`src/rtl/rstseq_pkg.sv`:
```
package rstseq_pkg;

    localparam int SRC_BOD = 0;
    localparam int SRC_WDT = 1;
    localparam int N_SRC   = 2;

    typedef enum logic [1:0] {
        ST_RUN   = 2'd0,
        ST_DELAY = 2'd1,
        ST_BROWN = 2'd2
    } seq_state_e;

    typedef struct packed {
        logic wdt;
        logic bod;
    } rst_cause_t;

    // Next-state rule: a qualified brown-out beats everything else,
    // and a watchdog request re-arms the delay.
    function automatic seq_state_e seq_next(
        input seq_state_e cur,
        input logic       qual_dip,
        input logic       wdt,
        input logic       delay_done,
        input logic       det_en,
        input logic       rise_ok
    );
        seq_state_e nxt;
        nxt = cur;
        unique case (cur)
            ST_RUN: begin
                if (qual_dip)  nxt = ST_BROWN;
                else if (wdt)  nxt = ST_DELAY;
            end
            ST_DELAY: begin
                if (qual_dip)                nxt = ST_BROWN;
                else if (delay_done && !wdt) nxt = ST_RUN;
            end
            ST_BROWN: begin
                if (!det_en || rise_ok) nxt = ST_DELAY;
            end
            default: nxt = ST_DELAY;
        endcase
        return nxt;
    endfunction

endpackage

```
`src/rtl/rstseq_dip_filter.sv`:
```
module rstseq_dip_filter #(
    parameter int FILT_CYC = 8
) (
    input  logic clk,
    input  logic rst,
    input  logic det_en,
    input  logic below,
    output logic qual_dip
);
    localparam int CW = $clog2(FILT_CYC + 1);
    localparam logic [CW-1:0] LAST = CW'(FILT_CYC - 1);
    localparam logic [CW-1:0] SAT  = CW'(FILT_CYC);

    logic [CW-1:0] run_len;
    logic          low_seen;

    assign low_seen = det_en && below;

    always_ff @(posedge clk) begin
        if (rst || !low_seen) begin
            run_len <= '0;
        end else if (run_len != SAT) begin
            run_len <= run_len + 1'b1;
        end
    end

    // One pulse on the edge that samples the FILT_CYC-th low cycle
    assign qual_dip = low_seen && (run_len == LAST);

endmodule

```
`src/rtl/rstseq_delay_timer.sv`:
```
module rstseq_delay_timer #(
    parameter int TOUT_CYC = 64
) (
    input  logic clk,
    input  logic rst,
    input  logic restart,
    input  logic run,
    output logic done
);
    localparam int CW = $clog2(TOUT_CYC + 1);
    localparam logic [CW-1:0] LAST = CW'(TOUT_CYC - 1);

    logic [CW-1:0] ticks;

    always_ff @(posedge clk) begin
        if (rst || restart) begin
            ticks <= '0;
        end else if (run && ticks != LAST) begin
            ticks <= ticks + 1'b1;
        end
    end

    assign done = run && !restart && (ticks == LAST);

endmodule

```
`src/rtl/rstseq_cause_flags.sv`:
```
module rstseq_cause_flags #(
    parameter int N = 2
) (
    input  logic         clk,
    input  logic         rst,
    input  logic [N-1:0] set_i,
    input  logic [N-1:0] clr_i,
    output logic [N-1:0] flag_o
);
    generate
        for (genvar i = 0; i < N; i++) begin : g_flag
            always_ff @(posedge clk) begin
                if (rst) begin
                    flag_o[i] <= 1'b0;
                end else if (set_i[i]) begin
                    flag_o[i] <= 1'b1;
                end else if (clr_i[i]) begin
                    flag_o[i] <= 1'b0;
                end
            end
        end
    endgenerate

endmodule

```
`src/rtl/rst_sequencer.sv`:
```
module rst_sequencer #(
    parameter int FILT_CYC = 8,
    parameter int TOUT_CYC = 64
) (
    input  logic clk,
    input  logic rst,
    input  logic bod_en,
    input  logic sup_low,
    input  logic sup_high,
    input  logic wdt_req,
    input  logic clr_bod_flag,
    input  logic clr_wdt_flag,
    output logic sys_rst,
    output logic bod_flag,
    output logic wdt_flag
);
    import rstseq_pkg::*;

    seq_state_e state_q;
    seq_state_e state_d;
    logic       qual_dip;
    logic       delay_done;
    logic       delay_restart;
    logic       rise_ok;
    rst_cause_t cause_set;
    rst_cause_t cause_clr;
    rst_cause_t cause_q;

    rstseq_dip_filter #(.FILT_CYC(FILT_CYC)) u_filter (
        .clk      (clk),
        .rst      (rst),
        .det_en   (bod_en),
        .below    (sup_low),
        .qual_dip (qual_dip)
    );

    assign delay_restart = (state_q != ST_DELAY) || wdt_req;

    rstseq_delay_timer #(.TOUT_CYC(TOUT_CYC)) u_timer (
        .clk     (clk),
        .rst     (rst),
        .restart (delay_restart),
        .run     (state_q == ST_DELAY),
        .done    (delay_done)
    );

    assign rise_ok = sup_high && !sup_low;
    assign state_d = seq_next(state_q, qual_dip, wdt_req, delay_done, bod_en, rise_ok);

    always_ff @(posedge clk) begin
        if (rst) begin
            state_q <= ST_DELAY;
        end else begin
            state_q <= state_d;
        end
    end

    assign sys_rst = (state_q != ST_RUN) || wdt_req;

    assign cause_set.bod = qual_dip;
    assign cause_set.wdt = wdt_req;
    assign cause_clr.bod = clr_bod_flag;
    assign cause_clr.wdt = clr_wdt_flag;

    rstseq_cause_flags #(.N(N_SRC)) u_flags (
        .clk    (clk),
        .rst    (rst),
        .set_i  (cause_set),
        .clr_i  (cause_clr),
        .flag_o (cause_q)
    );

    assign bod_flag = cause_q.bod;
    assign wdt_flag = cause_q.wdt;

endmodule

```
`config.mk`:
```
export PLATFORM = sky130hd
export DESIGN_NAME = rst_sequencer
export DESIGN_NICKNAME = d
export VERILOG_FILES = /design/src/rtl/rstseq_pkg.sv /design/src/rtl/rstseq_dip_filter.sv /design/src/rtl/rstseq_delay_timer.sv /design/src/rtl/rstseq_cause_flags.sv /design/src/rtl/rst_sequencer.sv
export SDC_FILE = /design/constraint.sdc
export NUM_CORES = 1
export LEC_CHECK = 0
export BUFFER_PORTS_ARGS = -buffer_cell sky130_fd_sc_hd__buf_2
export CAP_MARGIN = 10
export CORE_ASPECT_RATIO = 1.1
export CORE_MARGIN = 3
export CORE_UTILIZATION = 30
export CTS_CLUSTER_SIZE = 8
export DETAILED_ROUTE_END_ITERATION = 6
export SLEW_MARGIN = 20
export SYNTH_ARGS = -nofsm -noshare
export SYNTH_HDL_FRONTEND = slang
export SYNTH_SLANG_ARGS = --single-unit
```
`constraint.sdc`:
```
create_clock -name clk -period 1.5 [get_ports clk]
set_input_delay 0.075 -clock clk [delete_from_list [all_inputs] [get_ports clk]]
set_output_delay 0.075 -clock clk [all_outputs]
set_load 0.01 [all_outputs]
```
==> results of run 1 <==
## final timing paths
kind / depth (start not counted) / from / slack (ns) / end
max: 5 / u_timer.ticks[0] / 0.15 / state_q[0]
min: 2 / rst / 0.009 / u_flags.flag_o[0]
max reg2reg: 5 / u_timer.ticks[0] / 0.15 / state_q[0]
min reg2reg: 2 / u_timer.ticks[6] / 0.46 / u_timer.ticks[6]
## power breakdown
group	switching [mW]	internal, mW
Combinational	0.0187	0.0187
Clock	0.132	0.0991
Sequential	0.00409	0.404
## worst max-delay path: stages (launching register included)
cell	delay, ns
dfxtp_1	0.38
ha_1	0.18
nand3b_1	0.15
or2_1	0.28
a21oi_1	0.17
o31ai_1	0.09
## cells in the final DEF (no fill, tap or decap), types with 3 or more instances in the layout
master,Yosys,final
dfxtp_1,15,15
nor2_1,12,12
buf_2,0,10
inv_1,6,6
nand2_1,6,6
a21oi_1,5,5
xor2_1,4,4
nand3b_1,3,3
nor2b_1,3,3
ha_1,3,3
clkbuf_4,0,3
## state kept, by name (all words and copies together), names as in the netlist
register	cells
state_q	2
u_timer.ticks	7
u_flags.flag_o	2
u_filter.run_len	4
## cell type report
cell class | count | area [um2] | area share
flip-flops and latches | 15 | 300 | 0.370
clock buffers | 3 | 22.5 | 0.0277
clock inverters | 1 | 5.00 | 0.00616
inverters | 6 | 22.5 | 0.0277
repair buffers | 10 | 50.0 | 0.0616
multi-input cells | 59 | 377 | 0.464
well taps | 28 | 35.0 | 0.0431
## per-stage QoR
stage / total power, mW / instances / instance area (um2) / util / hold WS, ns
floorplan: 0.438 / 80 / 699 / - / 0.147
global placement: 0.454 / 118 / 785 / 0.373 / 0.314
detailed placement: 0.455 / 118 / 785 / 0.373 / 0.324
CTS: 0.692 / 122 / 812 / 0.386 / 0.00263
global route: 0.709 / 122 / 812 / 0.386 / 0.0123
finish: 0.677 / 122 / 812 / 0.386 / 0.00937
## cells by family after synthesis
| kind of cell | Yosys count | share of synthesized area |
|---|---|---|
| XOR/XNOR | 6 | 0.0751 |
| flip-flops | 15 | 0.429 |
| buffers and inverters | 6 | 0.0322 |
| multiplexers | 2 | 0.0286 |
| AO/OA/AOI/OAI | 14 | 0.123 |
| adder cells (fa/ha/maj) | 3 | 0.0537 |
| AND/OR/NAND/NOR | 34 | 0.258 |
## layer usage
metal	part of all wire	track usage	vias to the layer above
li1	-	-	301
met1	0.46	0.120	249
met2	0.47	0.158	10
met3	0.057	0.0477	2
met4	0.0076	0.0225	0
met5	0	0	-
==> impl_metrics.ini, run 1 <==
[detailed_routing]
vias_per_cell = 4.61
route.detailed.drc = 0
wirelength_um = 1180
via_count = 562
avgRoutedWirePerCell_um = 9.69
drtIter0Drc = 6
ant_nets = 0
dr.pass1.iters = 4

[yosys]
yosys_register_bits = 15
synth_fp_nets = 91
synth_edf_count = 0
syn_area_per_cell_um2 = 8.74
netlist_instances = 80
synth_top_area_share = 0.429
netlist_top_cells_count = dfxtp_1 (15), nor2_1 (12), inv_1 (6), nand2_1 (6), a21oi_1 (5)
async_reset_ff_frac = 0
netlist_area_um2 = 699
yosys-top-cells-area = dfxtp_1 (43%), nor2_1 (6.4%), ha_1 (5.4%)
synth_ff_type = dfxtp_1
synthMostInstantiatedCell = dfxtp_1
ys_types = 28
synth-seq-area-share = 0.429
synth_top_area_cell = dfxtp_1
yosysWarnings = 0

[critical_path]
end_kind = flip-flop
crit_arrival_ns = 1.53
critPathKind = reg -> reg
cp_max_fo = 5
start_kind = flip-flop
required_ns = 1.68

[pwr]
ir_drop_v = 0.000634
power.leakage_nw = 0.316
power-per-cell-area_nw_per_um2 = 833

[clock_network]
clkSinkCount = 15
cts-resized-gates = 0
cts.path.max_buffers = 2
htreeDepth = 1
cts_buffers = 3
cts-root-buf = clkbuf_4
post_cts_buffers = 0
clock_latency_ns = 0.29
cts_hold_buf = 0
cts.clk_slew.worst_paths_ns = 0.09
cts_tree = done

[final_layout]
syn2layout_area_growth_pct = 16.1
drive_gt1_frac = 0.181
fin_nets = 106
num-fill-cells = 222
diodes = 0

[timing]
finalCritPeriodShare = 0.899
clock.fmax_mhz = 742
max_slew_margin = 0.773
tns_ns = 0
fin_crit_ns = 1.35
rsz0062_at_grt = false
slew_viol_final = 0
setup_viol = 0
tightest_slew_ns = 0.338
finClkSkew_ns = 0.00528
worst_slack_ns = 0.152
hold_viol = 0

[floorplan]
dieArea_um2 = 2950
die-width_um = 52.0
initial_core_util = 0.332
num_io_pins = 11
die_y_um = 56.6
num_rows = 17
core_area_um2 = 2110

[place]
post-place-ws_ns = 0.171
io_buffers = 10
hpwlAfterDp_um = 933
gp_congestion = 0.722

[grt]
grt_first_pass_wirelength_um = 2260
grtUsageTotal = 0.0998
antenna_found_initial = 0
grt.overflow.total = 0
grt_max_degree = 10
first_global_vias = 541

[job]
cap_violations = 0

[status]
status = finished, final reports clean

[worst_hold_path]
min_path_type = in -> reg
Note: power is estimated with default switching activity, not from simulation.
==> run 2, diff against run 1 <==
CORE_ASPECT_RATIO = default   (was 1.1)
CORE_UTILIZATION = 52   (was 30)
PLACE_DENSITY = 0.74   (was default)
==> run 2 against run 1 <==
Cell count down 11%. Critical path depth stayed put. Sequential power about the same. Largest cell class unchanged. Count of clock-buffer cells in the layout increased by 1. Sequential share of layout area up 0.87 points. Combinational power barely moved. Highest routed layer unchanged. Critical endpoint unchanged. Utilization increased by 28 points. Power shrank 0.38%. Global-route usage increased by 4.2 points. Setup slack improved by 0.045 ns. Die area decreased by 38%.
==> impl_metrics.ini, run 2 (synthesized netlist as in run 1, its figures left out) <==
[status]
status = finished, final reports clean

[detailed_routing]
avgRoutedWirePerCell_um = 9.97
route.detailed.drc = 0
wirelength_um = 1080
ant_nets = 0
drtIter0Drc = 11
vias_per_cell = 5.24
via_count = 566
dr.pass1.iters = 4

[timing]
tightest_slew_ns = 0.332
slew_viol_final = 0
fin_crit_ns = 1.30
clock.fmax_mhz = 767
hold_viol = 0
finalCritPeriodShare = 0.869
tns_ns = 0
finClkSkew_ns = 0.000952
worst_slack_ns = 0.196
max_slew_margin = 0.777
rsz0062_at_grt = false
fin_hold_ws_ns = 0.0120
setup_viol = 0

[clock_network]
clock_latency_ns = 0.28
cts.clk_slew.worst_paths_ns = 0.09
clkSinkCount = 15
cts-resized-gates = 0
cts_hold_buf = 0
cts-root-buf = clkbuf_4
cts_buffers = 3
cts.path.max_buffers = 2
htreeDepth = 1
cts_tree = done
post_cts_buffers = 0

[final_layout]
seqCellArea_um2 = 300
diodes = 0
largest_register_ffs = 7
biggestRegsByFlops = u_timer.ticks (7), u_filter.run_len (4)
final_common_cell = dfxtp_1
syn2layout_area_growth_pct = 13.4
multiInputGateArea_um2 = 377
drive_gt1_frac = 0.170
final_cell_mix = dfxtp_1 (15), nor2_1 (12), buf_2 (10)
num-fill-cells = 99
fin_nets = 106
largest_register = u_timer.ticks

[worst_hold_path]
worstHoldPathCells = 2
hold_path_end = u_flags.flag_o[1]
min_from = rst
min_path_type = in -> reg

[place]
post-place-ws_ns = 0.205
hpwlAfterDp_um = 837
gp_congestion = 0.764
io_buffers = 10

[floorplan]
die_y_um = 42.7
num_io_pins = 11
num_rows = 12
initial_core_util = 0.590
core_area_um2 = 1190
dieArea_um2 = 1820
die-width_um = 42.7

[grt]
first_global_vias = 468
grt_first_pass_wirelength_um = 1950
grtUsageTotal = 0.141
grt_max_degree = 9
antenna_found_initial = 0
grt.overflow.total = 0

[critical_path]
end_kind = flip-flop
r2r_cells = 5
rrSetupSlack_ns = 0.20
rr_startpoint = u_timer.ticks[0]
required_ns = 1.67
cp_max_fo = 5
r2r-end = state_q[0]
crit_arrival_ns = 1.47
start_kind = flip-flop
critPathKind = reg -> reg

[pwr]
power.leakage_nw = 0.314
intPower_mw = 0.526
p_sw_frac = 0.220
combPwrFrac = 0.056
ir_drop_v = 0.000639
net-switching-power_mw = 0.148
power_frac_clock = 0.339
seq_power_share = 0.605
power-per-cell-area_nw_per_um2 = 850

[job]
cap_violations = 0
run 2: cell types whose count changed in the layout (fill, tap and decap cells not counted):
| cell | delta |
|---|---|
| clkbuf_1 | +1 |
| clkinv_2 | -1 |
run 2: through the flow:
step	cell area (um2)	std cells	util	power (mW)
after global placement	767	104	0.647	0.455
after floorplan	699	80	-	0.438
after detailed placement	767	104	0.647	0.455
after global routing	793	108	0.669	0.708
final	793	108	0.669	0.674
after CTS	793	108	0.669	0.682
run 2: worst max path at each step:
stage	from	end	slack, ns	depth (start not counted)
3_3_place_gp	u_timer.ticks[0]	state_q[0]	0.23	5
2_1_floorplan	u_timer.ticks[0]	state_q[0]	0.29	5
5_1_grt	u_timer.ticks[0]	state_q[0]	0.08	5
4_1_cts	u_timer.ticks[0]	state_q[0]	0.20	5
6_report	u_timer.ticks[0]	state_q[0]	0.20	5
3_5_place_dp	u_timer.ticks[0]	state_q[0]	0.21	5
run 2: routing by layer:
layer,GRT usage,vias up,part of all wire
met5,0,-,0
met4,0.0932,0,0.024
li1,-,303,-
met3,0.0381,2,0.055
met1,0.201,244,0.56
met2,0.183,17,0.36
run 2: area by class of cell:
cell class	count	area share
multi-input combinational	59	0.475
timing repair buffer	10	0.0631
sequential	15	0.379
clock buffer	4	0.0331
inverter	6	0.0284
tap	14	0.0221
run 2: worst max-delay path, cell delays in order, from the launching register on:
cell and delay, ns:
dfxtp_1 0.38, ha_1 0.17, nand3b_1 0.14, or2_1 0.27
a21oi_1 0.15, o31ai_1 0.08
run 2: power by group through the flow:
stage          combinational, mW  sequential, mW  clock [mW]
2_1_floorplan             0.0201           0.417           0
3_3_place_gp              0.0375           0.417           0
3_5_place_dp              0.0382           0.417           0
4_1_cts                   0.0382           0.408       0.236
5_1_grt                   0.0435           0.409       0.256
6_report                  0.0376           0.408       0.228
